<file path="config.mk">
export PLATFORM = sky130hd
export DESIGN_NAME = sd_spi_boot
export DESIGN_NICKNAME = d
export VERILOG_FILES = /design/src/rtl/sd_spi_boot.sv
export SDC_FILE = /design/constraint.sdc
export NUM_CORES = 1
export LEC_CHECK = 0
export ABC_AREA = 1
export BUFFER_PORTS_ARGS = -buffer_cell sky130_fd_sc_hd__buf_2
export CAP_MARGIN = 30
export CORE_UTILIZATION = 37
export DETAILED_ROUTE_END_ITERATION = 10
export PLACE_DENSITY = 0.62
export SKIP_LAST_GASP = 1
export SLEW_MARGIN = 20
export SYNTH_ARGS = -nofsm -noshare
export SYNTH_HDL_FRONTEND = slang
export SYNTH_SLANG_ARGS = --single-unit
</file>
<file path="constraint.sdc">
create_clock -name clk -period 1.8 [get_ports clk]
set_input_delay 0.18 -clock clk [delete_from_list [all_inputs] [get_ports clk]]
set_output_delay 0.18 -clock clk [all_outputs]
set_load 0.005 [all_outputs]
</file>
<file path="src/rtl/sd_spi_boot.sv">
`timescale 1ns/1ps
module sd_spi_boot #(
  parameter int DIV_HALF   = 157,
  parameter int WAKE_CLKS  = 80,
  parameter int GAP_CLKS   = 8,
  parameter int RESP_BYTES = 8,
  parameter int MAX_RETRY  = 16
) (
  input  logic       clk,
  input  logic       rst_n,
  output logic       spi_sclk,
  output logic       spi_cs_n,
  output logic       spi_mosi,
  input  logic       spi_miso,
  output logic       init_done,
  output logic       init_err,
  output logic [1:0] err_code,
  output logic [7:0] r1_last
);
  localparam int DW   = $clog2(DIV_HALF + 1);
  localparam int BM0  = (WAKE_CLKS > 48) ? WAKE_CLKS : 48;
  localparam int BMAX = (GAP_CLKS > BM0) ? GAP_CLKS : BM0;
  localparam int BW   = $clog2(BMAX + 1);
  localparam int NW   = $clog2(RESP_BYTES + 1);
  localparam int RW   = $clog2(MAX_RETRY + 1);

  typedef enum logic [2:0] {ST_WAKE, ST_SEND, ST_POLL, ST_TRAIL, ST_GAP, ST_DONE, ST_FAIL} st_t;

  st_t          st;
  logic [DW-1:0] dcnt;
  logic          sck;
  logic [BW-1:0] bcnt;
  logic [NW-1:0] nby;
  logic [RW-1:0] tries;
  logic [1:0]    sel;
  logic [47:0]   tx;
  logic [7:0]    rx;
  logic [5:0]    idx;
  logic [31:0]   arg;
  logic [39:0]   head;
  logic [47:0]   frame;

  function automatic logic [6:0] crc7(input logic [39:0] d);
    logic [6:0] c;
    logic       fb;
    c = '0;
    for (int i = 39; i >= 0; i--) begin
      fb = c[6] ^ d[i];
      c  = {c[5:0], 1'b0};
      if (fb) c = c ^ 7'h09;
    end
    return c;
  endfunction

  always_comb begin
    case (sel)
      2'd1:    begin idx = 6'd1; arg = 32'h4000_0000; end
      2'd2:    begin idx = 6'd8; arg = 32'h0000_01A5; end
      default: begin idx = 6'd0; arg = 32'h0000_0000; end
    endcase
  end

  assign head  = {2'b01, idx, arg};
  assign frame = {head, crc7(head), 1'b1};

  logic run, tick, rise, fall;
  assign run  = (st != ST_DONE) && (st != ST_FAIL);
  assign tick = run && (dcnt == DW'(DIV_HALF - 1));
  assign rise = tick && !sck;
  assign fall = tick && sck;

  assign spi_sclk  = sck;
  assign spi_cs_n  = !((st == ST_SEND) || (st == ST_POLL) || (st == ST_TRAIL));
  assign spi_mosi  = (st == ST_SEND) ? tx[47] : 1'b1;
  assign init_done = (st == ST_DONE);
  assign init_err  = (st == ST_FAIL);

  always_ff @(posedge clk or negedge rst_n) begin
    if (!rst_n) begin
      st       <= ST_WAKE;
      dcnt     <= '0;
      sck      <= 1'b0;
      bcnt     <= '0;
      nby      <= '0;
      tries    <= '0;
      sel      <= 2'd0;
      tx       <= '1;
      rx       <= '1;
      err_code <= 2'd0;
      r1_last  <= 8'hFF;
    end else begin
      if (run) begin
        if (tick) begin
          dcnt <= '0;
          sck  <= ~sck;
        end else begin
          dcnt <= dcnt + 1'b1;
        end
      end
      if (rise) rx <= {rx[6:0], spi_miso};
      if (fall) begin
        bcnt <= bcnt + 1'b1;
        case (st)
          ST_WAKE: if (bcnt == BW'(WAKE_CLKS - 1)) begin
            st   <= ST_SEND;
            bcnt <= '0;
            tx   <= frame;
          end
          ST_SEND: begin
            tx <= {tx[46:0], 1'b1};
            if (bcnt == BW'(47)) begin
              st   <= ST_POLL;
              bcnt <= '0;
              nby  <= '0;
            end
          end
          ST_POLL: if (bcnt == BW'(7)) begin
            bcnt <= '0;
            if (!rx[7]) begin
              r1_last <= rx;
              case (sel)
                2'd0: begin
                  sel <= 2'd1;
                  st  <= ST_GAP;
                end
                2'd1: begin
                  if (!rx[0]) begin
                    sel <= 2'd2;
                    st  <= ST_GAP;
                  end else if (tries == RW'(MAX_RETRY)) begin
                    st       <= ST_FAIL;
                    err_code <= 2'd2;
                  end else begin
                    st <= ST_GAP;
                  end
                end
                default: st <= ST_TRAIL;
              endcase
            end else if (nby == NW'(RESP_BYTES - 1)) begin
              st       <= ST_FAIL;
              err_code <= 2'd1;
            end else begin
              nby <= nby + 1'b1;
            end
          end
          ST_TRAIL: if (bcnt == BW'(31)) begin
            bcnt <= '0;
            if (rx == 8'hA5) begin
              sel <= 2'd3;
              st  <= ST_GAP;
            end else begin
              st       <= ST_FAIL;
              err_code <= 2'd3;
            end
          end
          ST_GAP: if (bcnt == BW'(GAP_CLKS - 1)) begin
            bcnt <= '0;
            if (sel == 2'd3) begin
              st <= ST_DONE;
            end else begin
              st <= ST_SEND;
              tx <= frame;
              if (sel == 2'd1) tries <= tries + 1'b1;
            end
          end
          default: ;
        endcase
      end
    end
  end

  AST_SCLK_HALF: assert property (@(posedge clk) disable iff (!rst_n)
    !$stable(spi_sclk) |-> $past(dcnt) == DW'(DIV_HALF - 1));
  AST_MOSI_LOW_PHASE: assert property (@(posedge clk) disable iff (!rst_n)
    !$stable(spi_mosi) |-> !spi_sclk);
  AST_CS_AT_START: assert property (@(posedge clk) disable iff (!rst_n)
    $fell(spi_cs_n) |-> !spi_mosi);
  AST_RETRY_CAP: assert property (@(posedge clk) disable iff (!rst_n)
    tries <= RW'(MAX_RETRY));
  AST_ERR_CAUSE: assert property (@(posedge clk) disable iff (!rst_n)
    init_err |-> err_code != 2'd0);
  AST_QUIET_END: assert property (@(posedge clk) disable iff (!rst_n)
    (init_done || init_err) |=> ($stable(spi_sclk) && spi_cs_n));
  AST_DONE_HOLD: assert property (@(posedge clk) disable iff (!rst_n)
    init_done |=> init_done);
endmodule

</file>
* Word level (Yosys, flattened, before mapping)
Index checks and enable logic that the tools add are counted.
** Cells by class
- $add $sub $neg :: 4
- Equal/unequal tests :: 36
- Mux-type cells :: 85
- Bitwise gates (word level) :: 77
- Reductions and logical operators :: 23
** Operator list (number)
- 2-to-1 mux 4 bit :: 42
- 2-to-1 mux 48 bit :: 3
- one-hot mux 48 bit (3 select lines) :: 1
- inverter 2 bit :: 37
- one-hot mux 31 bit (2 select lines) :: 1
- XOR 1 bit :: 33
- 2-to-1 mux 2 bit :: 16
- 2-to-1 mux 7 bit :: 4
- one-hot mux 7 bit (4 select lines) :: 1
- 2-to-1 mux 3 bit :: 8
- == test 8 bit, second input constant :: 2
- one-hot mux 4 bit (2 select lines) :: 2
- AND reduction 8 bit :: 2
- one-hot mux 3 bit (5 select lines) :: 1
- inequality test 2 bit, second input constant :: 7
- inequality test 3 bit, second input constant :: 4
- one-hot mux 2 bit (2 select lines) :: 3
- AND reduction 5 bit :: 2
- == test 3 bit, second input constant :: 3
- inequality test 3 x 2 -> 1 bit, second input constant :: 3
- AND reduction 9 bit :: 1
- adder 8 x 1 -> 8 bit, second input constant :: 1
- 2-to-1 mux 8 bit :: 1
- inequality test 2 x 1 -> 1 bit, second input constant :: 4
- 32 further kinds :: 43
** Storage, ports and cells
- Register bits :: 96
- Bits of input ports :: 3
- Output and inout port bits :: 15
- Logic and storage cells :: 236

* Longest topological paths before layout
- Word-level depth :: 78
- Mapped depth :: 12
- Gate-level depth less buffers :: 12

* Worst setup path before layout
OpenSTA, ideal clock, no wires.
- Kind :: register to register
- Start :: register sel[1]
- End :: register tries[2]
- Setup time :: 0.122 ns
- Arrival time :: 1.596 ns
- Required time :: 1.678 ns
- Setup slack :: 0.083 ns
- Stages on the path, launching flop included :: 10
- Path buffers :: 0
- Period minus slack after synthesis :: 1.717 ns
- Cells stage by stage :: dfrtp_1 -> inv_1 -> ha_1 -> inv_1 -> or2_2 -> inv_1 -> nand2_1 -> nor2_1 -> nand2_1 -> xor2_1
** Between the ends
- Word-level cells in the longest chain between the ends :: 3
- Elaborated cells on any way between the ends :: 4
- Those cells by class :: eq/ne: 2; bitwise: 1; reduce/logical: 1
** RTL lines
- start: declaration :: line 35 : logic [1:0] sel;
- start signal: assignment :: line 86 : sel <= 2'd0;
- start signal: assignment :: line 123 : sel <= 2'd1;
- start signal: assignment :: line 128 : sel <= 2'd2;
- == test 2 bit :: line 158 : if (sel == 2'd3) begin
- inverter 1 bit (no line)
- AND reduction 5 bit (no line) (*)
- end signal: assignment :: line 163 : if (sel == 2'd1) tries <= tries + 1'b1;
- end: declaration :: line 34 : logic [RW-1:0] tries;
Mark *: on every way between the ends. The rest lies on a longest branch, timed or not.
A chain may end at the register's enable or synchronous reset.

* Worst setup path after layout
- Start :: register dcnt[0]
- End :: register tx[29]
** Between the ends
- Word-level cells in the longest chain between the ends :: 4
** RTL lines
- start: declaration :: line 30 : logic [DW-1:0] dcnt;
- start signal: assignment :: line 97 : dcnt <= dcnt + 1'b1;
- == test 8 bit :: line 68 : assign tick = run && (dcnt == DW'(DIV_HALF - 1));
- logical AND 1 bit :: line 68
- logical AND 1 bit :: line 70 : assign fall = tick && sck;
- AND reduction 5 bit (no line)
- end signal: assignment :: line 107 : tx <= frame;
- end signal: assignment :: line 110 : tx <= {tx[46:0], 1'b1};
- end signal: assignment :: line 162 : tx <= frame;
- end: declaration :: line 36 : logic [47:0] tx;
No other way between the ends.

==> impl_metrics.csv <==
group,metric,value,unit
placed_design,gp_congestion,0.922,
setup_path,crit_end,"tx[29]",
sta,rsz0062_at_grt,"true",
run,drv_cap,0,
sta,fin_tns_setup,0,ns
sta,max_freq,575,MHz
floorplan,start_util,0.382,
synth,yosys-top-cells-count,"nand2_1, dfstp_2, nand3_1",
layout,final_util,0.464,
cts,clockRootBuffer,"clkbuf_16",
setup_path,startpoint_type,"flop",
cts,clock_sinks,95,
global_routing,track_usage,0.169,
synth,synth.largest_area_cell,"dfstp_2",
global_routing,grt_max_degree,41,
sta,clock_skew,0.00774,ns
power_and_ir_drop,power.density,718,nW/um^2
placed_design,dp_hpwl,6960,um
hold_path,hold_depth,3,
layout,area_growth,21.5,%
placed_design,portBuffers,17,
synth,synth_edf_count,0,
synth,postSynth.asyncResetShare,1.00,
sta,slew_viol_final,0,
setup_path,arrival,2.01,ns
hold_path,holdCritPathClass,"in2reg",
power_and_ir_drop,swShare,0.207,
synth,synth.distinct_cells,33,
power_and_ir_drop,intPower,0.00336,W
cts,cts.htree.levels,3,
detailed_routing,postRouteAntennaNets,0,
setup_path,crit_path_max_fanout,39,
detailed_routing,wirelength,10300,um
sta,worst_slew_pin_slew,0.467,ns
sta,max_slew_margin,0.689,
cts,tritoncts,"done",
power_and_ir_drop,vdd_drop_max,0.000458,V
setup_path,rrSetupSlack,0.06,ns
setup_path,rr_startpoint,"dcnt[0]",
synth,syn_nets,638,
detailed_routing,dr.pass1.iters,4,
power_and_ir_drop,p_clk_frac,0.481,
sta,setup_violations,0,
floorplan,core_area,12700,sq um
sta,period_minus_slack,1.74,ns
detailed_routing,wire_per_inst,12.1,um
global_routing,grt_pass1_vias,3889,
synth,syn_inst,625,
global_routing,antenna_found_initial,0,
synth,netlist_area,4860,sq um
synth,synth_area_leaders,"dfstp_2, nand2_1, dfrtp_1",
power_and_ir_drop,p_sw,0.000880,W
cts,clkLatencyLatePin,0.36,ns
placed_design,dp_slack,-0.0399,ns
synth,synth-main-ff-cell,"dfstp_2",
floorplan,io_pins,18,
sta,hold_violations,0,
detailed_routing,drt_iter0_markers,258,
synth,synth_most_common_cell,"nand2_1",
setup_path,end_kind,"flop",
layout,antennaDiodeCount,0,
detailed_routing,dr_total_vias,4076,
synth,yosys_register_bits,95,
setup_path,r2r_end,"tx[29]",
global_routing,overflow,0,
power_and_ir_drop,seqPwrFrac,0.506,
layout,stdcell_area,5900,sq um
detailed_routing,avgViaCountPerCell,4.77,
floorplan,core.rowCount,41,
synth,synth_top_area_frac,0.341,
global_routing,grt_pass1_wl,17800,um
synth,ys_warn_count,0,
setup_path,cp-startpoint,"dcnt[0]",
power_and_ir_drop,comb_power_share,0.013,
floorplan,die-height,117,um
power_and_ir_drop,leakage,2.70,nW
setup_path,reg2reg_depth,9,
floorplan,die_area,13600,sq um
sta,setup_slack,0.0618,ns
detailed_routing,drc,0,
synth,synth-seq-area-share,0.505,
setup_path,required,2.07,ns
cts,cts_buffers,9,
cts,path_clk_slew,0.06,ns
setup_path,critPathKind,"reg2reg",
layout,fin_nets,690,
placed_design,dpl_cell_area,5340,sq um
sta,fin_crit_sh,0.966,
layout,drive_above_1_share,0.268,
outcome,status,"finished, final reports clean",
synth,avgSynthCellArea,7.78,sq um
cts,clk_path_buf_depth,2,
floorplan,chipWidth,117,um
[worst max-delay path: stages (launching register included)]
cell	delay (ns)
dfrtp_1	0.40
inv_2	0.12
ha_4	0.15
nand3_1	0.09
nor2_2	0.16
nand3_4	0.14
inv_6	0.13
nand2_2	0.11
buf_12	0.18
o21ai_0	0.18
[placed cells by master, fill, tap and decap left out, drive strengths merged, types with 4 or more instances in the layout]
cell / instances
a21oi: 5
nor3: 8
xor2: 5
ha: 10
inv: 57
dfstp: 63
nand3: 53
or2: 4
nand4: 7
nand2: 243
dfrtp: 32
buf: 60
clkbuf: 12
nor2: 53
o21ai: 58
[power by group through the flow]
stage | combinational, W | sequential, W | clock [W]
after floorplan | 0.00000162 | 0.00218 | 0
after global placement | 0.0000580 | 0.00218 | 0
after detailed placement | 0.0000588 | 0.00218 | 0
after CTS | 0.0000603 | 0.00214 | 0.00210
after global routing | 0.0000667 | 0.00214 | 0.00221
final | 0.0000564 | 0.00214 | 0.00204
[layer usage]
metal,global-route usage,vias to the layer above,wire length [um]
li1,-,2083,-
met1,0.213,1913,4960
met2,0.272,61,4770
met3,0.0426,19,340
met4,0.0776,0,229
met5,0,-,0
[metrics by stage]
| step | hold WS (ns) | instances | power (W) |
|---|---|---|---|
| final | 0.0662 | 854 | 0.00424 |
| after global routing | 0.137 | 854 | 0.00442 |
| after CTS | 0.0513 | 842 | 0.00430 |
| after detailed placement | 0.174 | 823 | 0.00224 |
| after global placement | 0.170 | 823 | 0.00224 |
| after floorplan | -0.116 | 625 | 0.00218 |
[registers in the layout (all words and copies together), names as in the netlist]
signal    flops
tries         5
dcnt          8
spi_sclk      1
tx           47
bcnt          7
sel           2
nby           4
st            3
r1_last       8
rx            8
err_code      2
[area by class of cell]
type / instances / area, sq um
Tap cell: 172 / 215
Timing Repair Buffer: 62 / 519
Multi-Input combinational cell: 453 / 2160
Sequential cell: 95 / 2460
Clock buffer: 11 / 264
Inverter: 56 / 223
Clock inverter: 5 / 62.6
Fill cell: 1276 / 6820
[worst min path at each step]
stage / start / to
global placement: rst_n / dcnt[6]
CTS: spi_miso / rx[0]
detailed placement: rst_n / dcnt[6]
floorplan: rst_n / bcnt[0]
finish: spi_miso / rx[0]
global route: spi_miso / rx[0]
[what timing repair did]
action                                  4_1_cts  5_1_grt
setup buffers                                 2       10
pin swaps                                     1        7
cloned                                        0        2
endpoints found under the setup margin       34       81
hold buffers                                  1        0
resized for setup                             9       31
endpoints found under the hold margin         6        0
[cells by family (layout without fill, tap and decap cells)]
family | Yosys count | in the layout | share of synthesized area
AOI/OAI and AO/OA | 67 | 67 | 0.0731
xor gates and xnor gates | 7 | 7 | 0.0126
adders and majority gates | 10 | 10 | 0.0257
buffers and inverters | 78 | 134 | 0.0687
DFF | 95 | 95 | 0.505
and+or+nand+nor | 368 | 369 | 0.314
No activity file was read; power rests on OpenSTA's default activity.
